File: config.mk
export PLATFORM = sky130hd
export DESIGN_NAME = pc_branch_unit
export DESIGN_NICKNAME = d
export VERILOG_FILES = /design/src/rtl/pcbu_pkg.sv /design/src/rtl/pcbu_skip_eval.sv /design/src/rtl/pcbu_bp_match.sv /design/src/rtl/pcbu_stack_port.sv /design/src/rtl/pc_branch_unit.sv
export SDC_FILE = /design/constraint.sdc
export NUM_CORES = 1
export LEC_CHECK = 0
export BUFFER_PORTS_ARGS = -buffer_cell sky130_fd_sc_hd__buf_2
export CAP_MARGIN = 10
export CORE_MARGIN = 2
export CORE_UTILIZATION = 31
export CTS_BUF_LIST = sky130_fd_sc_hd__clkbuf_8
export DETAILED_ROUTE_END_ITERATION = 10
export SLEW_MARGIN = 15
export SYNTH_ARGS = -nofsm -noshare
export SYNTH_HDL_FRONTEND = slang
export SYNTH_HIERARCHICAL = 1
export SYNTH_SLANG_ARGS = --single-unit
File: constraint.sdc
create_clock -name clk -period 7.8 [get_ports clk]
set_input_delay 0.78 -clock clk [delete_from_list [all_inputs] [get_ports clk]]
set_output_delay 0.78 -clock clk [all_outputs]
set_load 0.02 [all_outputs]
File: src/rtl/pcbu_pkg.sv
package pcbu_pkg;
  localparam int unsigned ADDR_W     = 12;
  localparam int unsigned DATA_W     = 8;
  localparam int unsigned WORD_W     = 2 * DATA_W;
  localparam int unsigned NREG       = 16;
  localparam int unsigned NKEY       = 16;
  localparam int unsigned REG_IDX_W  = $clog2(NREG);
  localparam int unsigned KEY_IDX_W  = $clog2(NKEY);
  localparam int unsigned INSN_BYTES = 2;

  typedef logic [ADDR_W-1:0] addr_t;
  typedef logic [DATA_W-1:0] byte_t;

  typedef enum logic [3:0] {
    BR_ADV   = 4'd0,
    BR_JMP   = 4'd1,
    BR_JMPX  = 4'd2,
    BR_CALL  = 4'd3,
    BR_RET   = 4'd4,
    BR_SEQI  = 4'd5,
    BR_SNEI  = 4'd6,
    BR_SEQR  = 4'd7,
    BR_SNER  = 4'd8,
    BR_SKEY  = 4'd9,
    BR_SNKEY = 4'd10
  } br_op_e;

  typedef enum logic [1:0] {
    SEQ_RUN,
    SEQ_PUSH,
    SEQ_POP
  } seq_st_e;

  typedef enum logic [2:0] {
    STK_IDLE,
    STK_W_HI,
    STK_W_LO,
    STK_R_HI,
    STK_R_LO,
    STK_R_END
  } stk_st_e;

  function automatic addr_t addr_add(input addr_t a, input addr_t b);
    return a + b;
  endfunction

  function automatic addr_t pc_advance(input addr_t pc);
    return addr_add(pc, addr_t'(INSN_BYTES));
  endfunction

  function automatic addr_t idx_target(input addr_t base, input byte_t off);
    return addr_add(base, addr_t'(off));
  endfunction
endpackage

File: src/rtl/pcbu_skip_eval.sv
module pcbu_skip_eval import pcbu_pkg::*; (
  input  br_op_e          op_i,
  input  byte_t           rx_val_i,
  input  byte_t           ry_val_i,
  input  byte_t           imm_i,
  input  logic [NKEY-1:0] keys_i,
  output logic            skip_o
);
  logic [KEY_IDX_W-1:0] key_sel;
  logic                 key_down;
  logic                 imm_eq;
  logic                 reg_eq;

  assign key_sel  = rx_val_i[KEY_IDX_W-1:0];
  assign key_down = keys_i[key_sel];
  assign imm_eq   = (rx_val_i == imm_i);
  assign reg_eq   = (rx_val_i == ry_val_i);

  always_comb begin
    skip_o = 1'b0;
    unique case (op_i)
      BR_SEQI:  skip_o = imm_eq;
      BR_SNEI:  skip_o = !imm_eq;
      BR_SEQR:  skip_o = reg_eq;
      BR_SNER:  skip_o = !reg_eq;
      BR_SKEY:  skip_o = key_down;
      BR_SNKEY: skip_o = !key_down;
      default:  skip_o = 1'b0;
    endcase
  end
endmodule

File: src/rtl/pcbu_bp_match.sv
module pcbu_bp_match import pcbu_pkg::*; #(
  parameter int unsigned NBP = 4
) (
  input  addr_t                  addr_i,
  input  logic [NBP*ADDR_W-1:0]  bp_addr_i,
  input  logic [NBP-1:0]         bp_valid_i,
  output logic                   hit_o
);
  logic [NBP-1:0] entry_hit;

  for (genvar g = 0; g < NBP; g++) begin : g_entry
    assign entry_hit[g] = bp_valid_i[g] && (bp_addr_i[g*ADDR_W +: ADDR_W] == addr_i);
  end

  assign hit_o = |entry_hit;
endmodule

File: src/rtl/pcbu_stack_port.sv
module pcbu_stack_port import pcbu_pkg::*; (
  input  logic  clk,
  input  logic  rst_n,
  input  logic  push_i,
  input  logic  pop_i,
  input  addr_t base_i,
  input  addr_t push_addr_i,
  input  byte_t mem_rdata_i,
  output logic  mem_we_o,
  output logic  mem_re_o,
  output addr_t mem_addr_o,
  output byte_t mem_wdata_o,
  output logic  done_o,
  output addr_t pop_addr_o
);
  stk_st_e             st_q;
  addr_t               base_q;
  logic [WORD_W-1:0]   word_q;
  byte_t               hi_q;
  addr_t               base_nx;

  assign base_nx = addr_add(base_q, addr_t'(1));

  always_ff @(posedge clk) begin
    if (!rst_n) begin
      st_q   <= STK_IDLE;
      base_q <= '0;
      word_q <= '0;
      hi_q   <= '0;
    end else begin
      unique case (st_q)
        STK_IDLE: begin
          if (push_i) begin
            st_q   <= STK_W_HI;
            base_q <= base_i;
            word_q <= WORD_W'(push_addr_i);
          end else if (pop_i) begin
            st_q   <= STK_R_HI;
            base_q <= base_i;
          end
        end
        STK_W_HI:  st_q <= STK_W_LO;
        STK_W_LO:  st_q <= STK_IDLE;
        STK_R_HI:  st_q <= STK_R_LO;
        STK_R_LO: begin
          hi_q <= mem_rdata_i;
          st_q <= STK_R_END;
        end
        STK_R_END: st_q <= STK_IDLE;
        default:   st_q <= STK_IDLE;
      endcase
    end
  end

  always_comb begin
    mem_we_o    = 1'b0;
    mem_re_o    = 1'b0;
    mem_addr_o  = base_q;
    mem_wdata_o = '0;
    done_o      = 1'b0;
    unique case (st_q)
      STK_W_HI: begin
        mem_we_o    = 1'b1;
        mem_wdata_o = word_q[WORD_W-1 -: DATA_W];
      end
      STK_W_LO: begin
        mem_we_o    = 1'b1;
        mem_addr_o  = base_nx;
        mem_wdata_o = word_q[DATA_W-1:0];
        done_o      = 1'b1;
      end
      STK_R_HI: mem_re_o = 1'b1;
      STK_R_LO: begin
        mem_re_o   = 1'b1;
        mem_addr_o = base_nx;
      end
      STK_R_END: done_o = 1'b1;
      default: ;
    endcase
  end

  assign pop_addr_o = addr_t'({hi_q, mem_rdata_i});

  // the high-byte write is followed by the low-byte write one address up
  assert_push_pair_R8: assert property (@(posedge clk) disable iff (!rst_n)
    (mem_we_o && !done_o) |=> (mem_we_o && mem_addr_o == addr_add($past(mem_addr_o), addr_t'(1))));

  // the port never reads and writes in the same cycle
  assert_port_excl_R9: assert property (@(posedge clk) disable iff (!rst_n)
    !(mem_we_o && mem_re_o));

  // each read is followed by another read or by completion
  assert_pop_seq_R9: assert property (@(posedge clk) disable iff (!rst_n)
    mem_re_o |=> (mem_re_o || done_o));
endmodule

File: src/rtl/pc_branch_unit.sv
module pc_branch_unit import pcbu_pkg::*; #(
  parameter int unsigned NBP      = 4,
  parameter addr_t       PC_RESET = 12'h200,
  parameter addr_t       SP_RESET = 12'hEFE
) (
  input  logic                    clk,
  input  logic                    rst_n,
  input  logic                    op_valid_i,
  input  logic [3:0]              op_kind_i,
  input  logic [REG_IDX_W-1:0]    op_rx_i,
  input  logic [REG_IDX_W-1:0]    op_ry_i,
  input  logic [DATA_W-1:0]       op_imm_i,
  input  logic [ADDR_W-1:0]       op_addr_i,
  input  logic [NREG*DATA_W-1:0]  regs_i,
  input  logic [NKEY-1:0]         keys_i,
  input  logic                    idx_from_addr_i,
  input  logic [NBP*ADDR_W-1:0]   bp_addr_i,
  input  logic [NBP-1:0]          bp_valid_i,
  input  logic                    resume_i,
  output logic                    mem_we_o,
  output logic                    mem_re_o,
  output logic [ADDR_W-1:0]       mem_addr_o,
  output logic [DATA_W-1:0]       mem_wdata_o,
  input  logic [DATA_W-1:0]       mem_rdata_i,
  output logic                    ready_o,
  output logic                    op_done_o,
  output logic [ADDR_W-1:0]       pc_o,
  output logic [ADDR_W-1:0]       sp_o,
  output logic                    halt_o,
  output logic                    pause_o
);
  localparam addr_t SP_STEP = addr_t'(WORD_W / DATA_W);

  br_op_e  op;
  seq_st_e st_q;
  addr_t   pc_q, sp_q, tgt_q;
  logic    halt_q, pause_q, done_q;

  byte_t                rx_val, ry_val, jx_off;
  logic [REG_IDX_W-1:0] jx_idx;
  addr_t                pc_adv, direct_pc, new_pc, pop_addr;
  logic                 skip, accept, is_stack_op, retire_simple, retire;
  logic                 self_jump, bp_hit, stk_done;
  logic                 push_go, pop_go;
  addr_t                stk_base;

  assign op     = br_op_e'(op_kind_i);
  assign rx_val = regs_i[op_rx_i*DATA_W +: DATA_W];
  assign ry_val = regs_i[op_ry_i*DATA_W +: DATA_W];
  assign jx_idx = idx_from_addr_i ? op_addr_i[ADDR_W-1 -: REG_IDX_W] : '0;
  assign jx_off = regs_i[jx_idx*DATA_W +: DATA_W];
  assign pc_adv = pc_advance(pc_q);

  pcbu_skip_eval u_skip (
    .op_i     (op),
    .rx_val_i (rx_val),
    .ry_val_i (ry_val),
    .imm_i    (op_imm_i),
    .keys_i   (keys_i),
    .skip_o   (skip)
  );

  always_comb begin
    unique case (op)
      BR_JMP:  direct_pc = op_addr_i;
      BR_JMPX: direct_pc = idx_target(op_addr_i, jx_off);
      BR_SEQI, BR_SNEI, BR_SEQR, BR_SNER, BR_SKEY, BR_SNKEY:
               direct_pc = skip ? pc_advance(pc_adv) : pc_adv;
      default: direct_pc = pc_adv;
    endcase
  end

  assign ready_o       = (st_q == SEQ_RUN) && !halt_q && !pause_q;
  assign accept        = op_valid_i && ready_o;
  assign is_stack_op   = (op == BR_CALL) || (op == BR_RET);
  assign retire_simple = accept && !is_stack_op;
  assign push_go       = accept && (op == BR_CALL);
  assign pop_go        = accept && (op == BR_RET);
  assign stk_base      = push_go ? sp_q : addr_add(sp_q, SP_STEP);
  assign self_jump     = (op == BR_JMP) && (pc_advance(op_addr_i) == pc_adv);

  pcbu_stack_port u_stack (
    .clk         (clk),
    .rst_n       (rst_n),
    .push_i      (push_go),
    .pop_i       (pop_go),
    .base_i      (stk_base),
    .push_addr_i (pc_adv),
    .mem_rdata_i (mem_rdata_i),
    .mem_we_o    (mem_we_o),
    .mem_re_o    (mem_re_o),
    .mem_addr_o  (mem_addr_o),
    .mem_wdata_o (mem_wdata_o),
    .done_o      (stk_done),
    .pop_addr_o  (pop_addr)
  );

  assign retire = retire_simple || stk_done;

  always_comb begin
    if (retire_simple)          new_pc = direct_pc;
    else if (st_q == SEQ_PUSH)  new_pc = tgt_q;
    else                        new_pc = pop_addr;
  end

  pcbu_bp_match #(.NBP(NBP)) u_bp (
    .addr_i     (new_pc),
    .bp_addr_i  (bp_addr_i),
    .bp_valid_i (bp_valid_i),
    .hit_o      (bp_hit)
  );

  always_ff @(posedge clk) begin
    if (!rst_n) begin
      st_q    <= SEQ_RUN;
      pc_q    <= PC_RESET;
      sp_q    <= SP_RESET;
      tgt_q   <= '0;
      halt_q  <= 1'b0;
      pause_q <= 1'b0;
      done_q  <= 1'b0;
    end else begin
      done_q <= retire;
      if (resume_i) pause_q <= 1'b0;
      if (retire) begin
        pc_q <= new_pc;
        if (bp_hit) pause_q <= 1'b1;
      end
      if (retire_simple && self_jump) halt_q <= 1'b1;
      if (push_go) begin
        st_q  <= SEQ_PUSH;
        tgt_q <= op_addr_i;
      end
      if (pop_go) begin
        st_q <= SEQ_POP;
        sp_q <= addr_add(sp_q, SP_STEP);
      end
      if (stk_done) begin
        st_q <= SEQ_RUN;
        if (st_q == SEQ_PUSH) sp_q <= sp_q - SP_STEP;
      end
    end
  end

  assign pc_o      = pc_q;
  assign sp_o      = sp_q;
  assign halt_o    = halt_q;
  assign pause_o   = pause_q;
  assign op_done_o = done_q;

  // an accepted advance moves the PC by one instruction
  assert_adv_step_R2: assert property (@(posedge clk) disable iff (!rst_n)
    (accept && op == BR_ADV) |=> (pc_o == pc_advance($past(pc_o))));

  // halt, once raised, stays raised
  assert_halt_sticky_R6: assert property (@(posedge clk) disable iff (!rst_n)
    halt_o |=> halt_o);

  // a completed push lowers the stack pointer by one word
  assert_call_sp_R8: assert property (@(posedge clk) disable iff (!rst_n)
    (stk_done && st_q == SEQ_PUSH) |=> (sp_o == $past(sp_o) - SP_STEP));

  // an accepted return raises the stack pointer by one word
  assert_ret_sp_R9: assert property (@(posedge clk) disable iff (!rst_n)
    pop_go |=> (sp_o == addr_add($past(sp_o), SP_STEP)));

  // pause holds until resume
  assert_pause_hold_R10: assert property (@(posedge clk) disable iff (!rst_n)
    (pause_o && !resume_i) |=> pause_o);

  // a stopped sequencer leaves the PC alone
  assert_stopped_pc_R11: assert property (@(posedge clk) disable iff (!rst_n)
    (st_q == SEQ_RUN && (halt_o || pause_o)) |=> $stable(pc_o));

  // the done strobe follows a change of sequencer work, never an idle stall
  assert_done_ready_R12: assert property (@(posedge clk) disable iff (!rst_n)
    (!op_valid_i && st_q == SEQ_RUN) |=> !op_done_o);
endmodule

==> PnR_summary.wiki <==
{| class="wikitable"
! Metric !! Value
|-
| Core region area || 30500 um2
|-
| Worst Setup Path Type || in -> reg
|-
| Worst min path class || reg -> reg
|-
| GR Util All Layers || 0.214
|-
| Cells after synthesis || 1117
|-
| Transition time at the pin with the least slew margin || 1.13 ns
|-
| Synthesized-area fraction occupied by ao, oa, aoi and oai cells || 0.173
|-
| Floorplan die height || 180 um
|-
| Overall power after layout || 1.32 mW
|-
| Max-slew violation total from the final report || 0
|-
| Timing-limited maximum frequency || 154 MHz
|-
| Die extent in x || 180 um
|-
| Dominant cells by area after synthesis || sky130_fd_sc_hd__mux4_2, sky130_fd_sc_hd__dfxtp_1, sky130_fd_sc_hd__xnor2_1, sky130_fd_sc_hd__mux2i_1, sky130_fd_sc_hd__nand2_1
|-
| Net count reported at finish || 1578
|-
| Clk slew on worst S/H paths || 0.08 ns
|-
| CTS root buf || sky130_fd_sc_hd__clkbuf_8
|-
| CP peak stage delay || 0.67 ns
|-
| Drt via density || 5.67
|-
| Cell depth of the worst flop-to-flop path || 11
|-
| Instance count along the most critical hold path || 2
|-
| I/O pin cnt || 291
|-
| Required time of the critical path || 8.05 ns
|-
| Setup repair after global routing missed its margin || false
|-
| Hold violation count in the final report || 0
|-
| Pin count of the biggest net entering global routing || 75
|-
| Post-detailed-route wirelength per cell || 20.6 um
|-
| Count of different cell masters after synthesis || 79
|-
| Detailed Place HPWL || 27.7 mm
|-
| Post-Syn Area per Cell || 8.56 um2
|-
| Routed via count || 9795
|-
| Fraction of synthesized area in multiplexers || 0.273
|-
| Count of state elements after synthesis || 71
|-
| Port Buffers || 289
|-
| Cell-by-cell listing of the critical path || buf_2 -> mux4_2 -> mux4_2 -> xor2_1 -> nor4_2 -> a31oi_1 -> o2111ai_1 -> nand4_1 -> nor4_1 -> a21oi_1 -> o21a_1 -> a2111oi_2 -> nor2_1 -> xnor2_1 -> nand4_1 -> nor4_1 -> or4_1 -> a21oi_1 -> nor2b_1
|-
| Worst Min Path Start || u_stack/word_q[6]
|-
| Crit path buffers/inverters || 1
|-
| Final setup viols || 0
|-
| WHS Endpoint || u_stack/word_q[6]
|-
| Drt total wl || 35.7 mm
|-
| Synth cell count leaders || sky130_fd_sc_hd__nand2_1, sky130_fd_sc_hd__xnor2_1, sky130_fd_sc_hd__mux4_2, sky130_fd_sc_hd__dfxtp_1, sky130_fd_sc_hd__nor2_1
|-
| Area of the die || 32300 um2
|-
| Layout Cells excl Fill || 1728
|-
| EDFF count, synth || 0
|-
| Synthesized-area fraction occupied by xor and xnor cells || 0.124
|-
| Ratio of total power to cell area || 118 nW/um2
|-
| Async SR Flop Fraction || 0
|-
| Layout overhead on the synthesized area || 17.5%
|-
| Internal reg-to-reg setup slack || 3.50 ns
|-
| Postcts setup bufs || 0
|-
| Worst Path Arrival || 6.73 ns
|-
| Share of the core filled with cells || 0.368
|-
| H-Tree Depth || 3
|-
| Most repeated cell in the gate-level netlist after synthesis || sky130_fd_sc_hd__nand2_1
|-
| Start of the worst register-to-register path || halt_o
|-
| Count of nets left with antenna violations after detail routing || 0
|-
| Clk Latency, worst-skew pair || 0.37 ns
|-
| Num rows || 64
|-
| Worst hold-check slack || 0.464 ns
|-
| Congestion Overflow GR || 0
|-
| Kind of start point of the critical path || input pin
|-
| Part of the Yosys area used for sequential elements || 0.149
|-
| Crit-path leading delay family || simple AND/OR/NAND/NOR gates
|-
| Adder and majority cell fraction of the synthesized area || 0.0228
|-
| Clock tree from TritonCTS || done
|-
| Critical path fanouts, max || 25
|-
| Last weighted congestion value of the routability-driven placer || 0.961
|-
| Setup tns final || 0 ns
|-
| Capture instance of the worst register-to-register path || pause_o
|-
| Number of buffers added to fix hold violations after cts || 0
|-
| Synthesized area || 9560 um2
|-
| Peak supply drop || 0.0718 mV
|-
| Element type at the critical path end || flip-flop
|-
| TritonCTS buffer count || 9
|-
| Clock sinks || 71
|-
| Area share of the largest cell type after synthesis || 0.188
|-
| Cell accounting for the most synthesized area || sky130_fd_sc_hd__mux4_2
|-
| Max-slew headroom at the worst pin || 0.239
|-
| Main combinational cell family by area after synthesis || multiplexers
|-
| Slowest stage cell, crit path || sky130_fd_sc_hd__mux4_2
|-
| Quantity of gates resized following cts || 0
|-
| Number of global-route vias before repair || 9465
|-
| Cell count after placement || 1706
|-
| Main synth FF type || sky130_fd_sc_hd__dfxtp_1
|-
| Initial antenna violation count || 11
|-
| Simple-gate portion of the synthesized area || 0.189
|-
| Post-route fraction of the period consumed by the critical path || 0.831
|-
| DRT Pass-1 Iters || 5
|-
| Max Cap Violations || 0
|-
| Drt first-iter violations || 922
|-
| Post-route minimum period || 6.48 ns
|-
| Run status || finished, final reports clean
|-
| Maximum buffer depth of the clock tree || 2
|-
| Remaining design rule violation count || 0
|-
| Total leakage power || 4.56 nW
|-
| Initial core utilization || 0.313
|-
| Launch point of the critical path || op_rx_i[0]
|-
| Share of post-route cells with drive strength above 1 || 0.322
|-
| Yosys warning total || 6
|-
| Global-route wire length before repair || 55.2 mm
|-
| Clk_skew || 0.0142 ns
|}
[kinds of logic after synthesis]
family | Yosys count
flops | 71
mux | 159
other cells | 1
simple gates | 360
fa+ha+maj | 17
buf+inv | 135
xor+xnor | 134
compound gates | 240
[state kept, by name, indices dropped and copies added, names as in the netlist]
name,cells
halt_o,1
op_done_o,1
pause_o,1
pc_o,12
sp_o,11
st_q,2
tgt_q,12
u_stack/base_q,12
u_stack/hi_q,4
u_stack/st_q,3
u_stack/word_q,12
[per-stage QoR]
step	worst slack (ns)	instance area [um2]
after CTS	1.32	11200
after floorplan	1.62	9560
after detailed placement	0.955	11000
after global placement	1.11	11000
final	1.32	11200
after global routing	0.795	11200
[worst reg2reg max path, cell delays in order (launching register included)]
cell and delay [ns]:
sky130_fd_sc_hd__dfxtp_1 0.35, sky130_fd_sc_hd__nor4_1 0.84, sky130_fd_sc_hd__nand2_1 0.31, sky130_fd_sc_hd__a21oi_4 0.64
sky130_fd_sc_hd__o21ai_0 0.20, sky130_fd_sc_hd__o22ai_1 0.75, sky130_fd_sc_hd__xnor2_1 0.16, sky130_fd_sc_hd__nand4_1 0.13
sky130_fd_sc_hd__nor4_1 0.06, sky130_fd_sc_hd__or4_1 0.53, sky130_fd_sc_hd__a21oi_1 0.16, sky130_fd_sc_hd__nor2b_1 0.07
[layout by cell type, fill, tap and decap left out, drive strengths merged, types with 34 or more instances in the layout]
master and count:
buf 298, nand3 42, nor2 70, nor3 34, xor2 37, o21ai 37, a21oi 41, xnor2 97
a21boi 39, dfxtp 71, mux4 80, nand2 109, mux2i 68
[metal layers]
metal	global-route usage	vias to the layer above	routed length (um)
met5	0	-	46
met4	0.0628	8	840
met3	0.0541	61	3420
met2	0.346	503	16600
met1	0.281	4654	14800
li1	-	4569	-
[where the power goes]
group          internal, mW  switching [mW]  total (mW)
sequential            0.374          0.0175       0.391
combinational         0.285           0.353       0.638
clock                 0.145           0.150       0.295
total                 0.804           0.520        1.32
[area by class of cell]
type,instances,area (um2)
Clock buffer,9,124
Timing Repair Buffer,298,1510
Fill cell,3135,19300
Inverter,29,109
Clock inverter,6,62.6
Antenna cell,7,17.5
Multi-Input combinational cell,912,7490
Sequential cell,71,1420
Tap cell,396,495
[worst max-delay path by stage]
stage | cells past startpoint | endpoint
3_5_place_dp | 19 | pause_o
2_1_floorplan | 22 | pause_o
6_report | 19 | pause_o
5_1_grt | 20 | pause_o
4_1_cts | 19 | pause_o
3_3_place_gp | 20 | pause_o
Power figures use the tool's default switching activity.
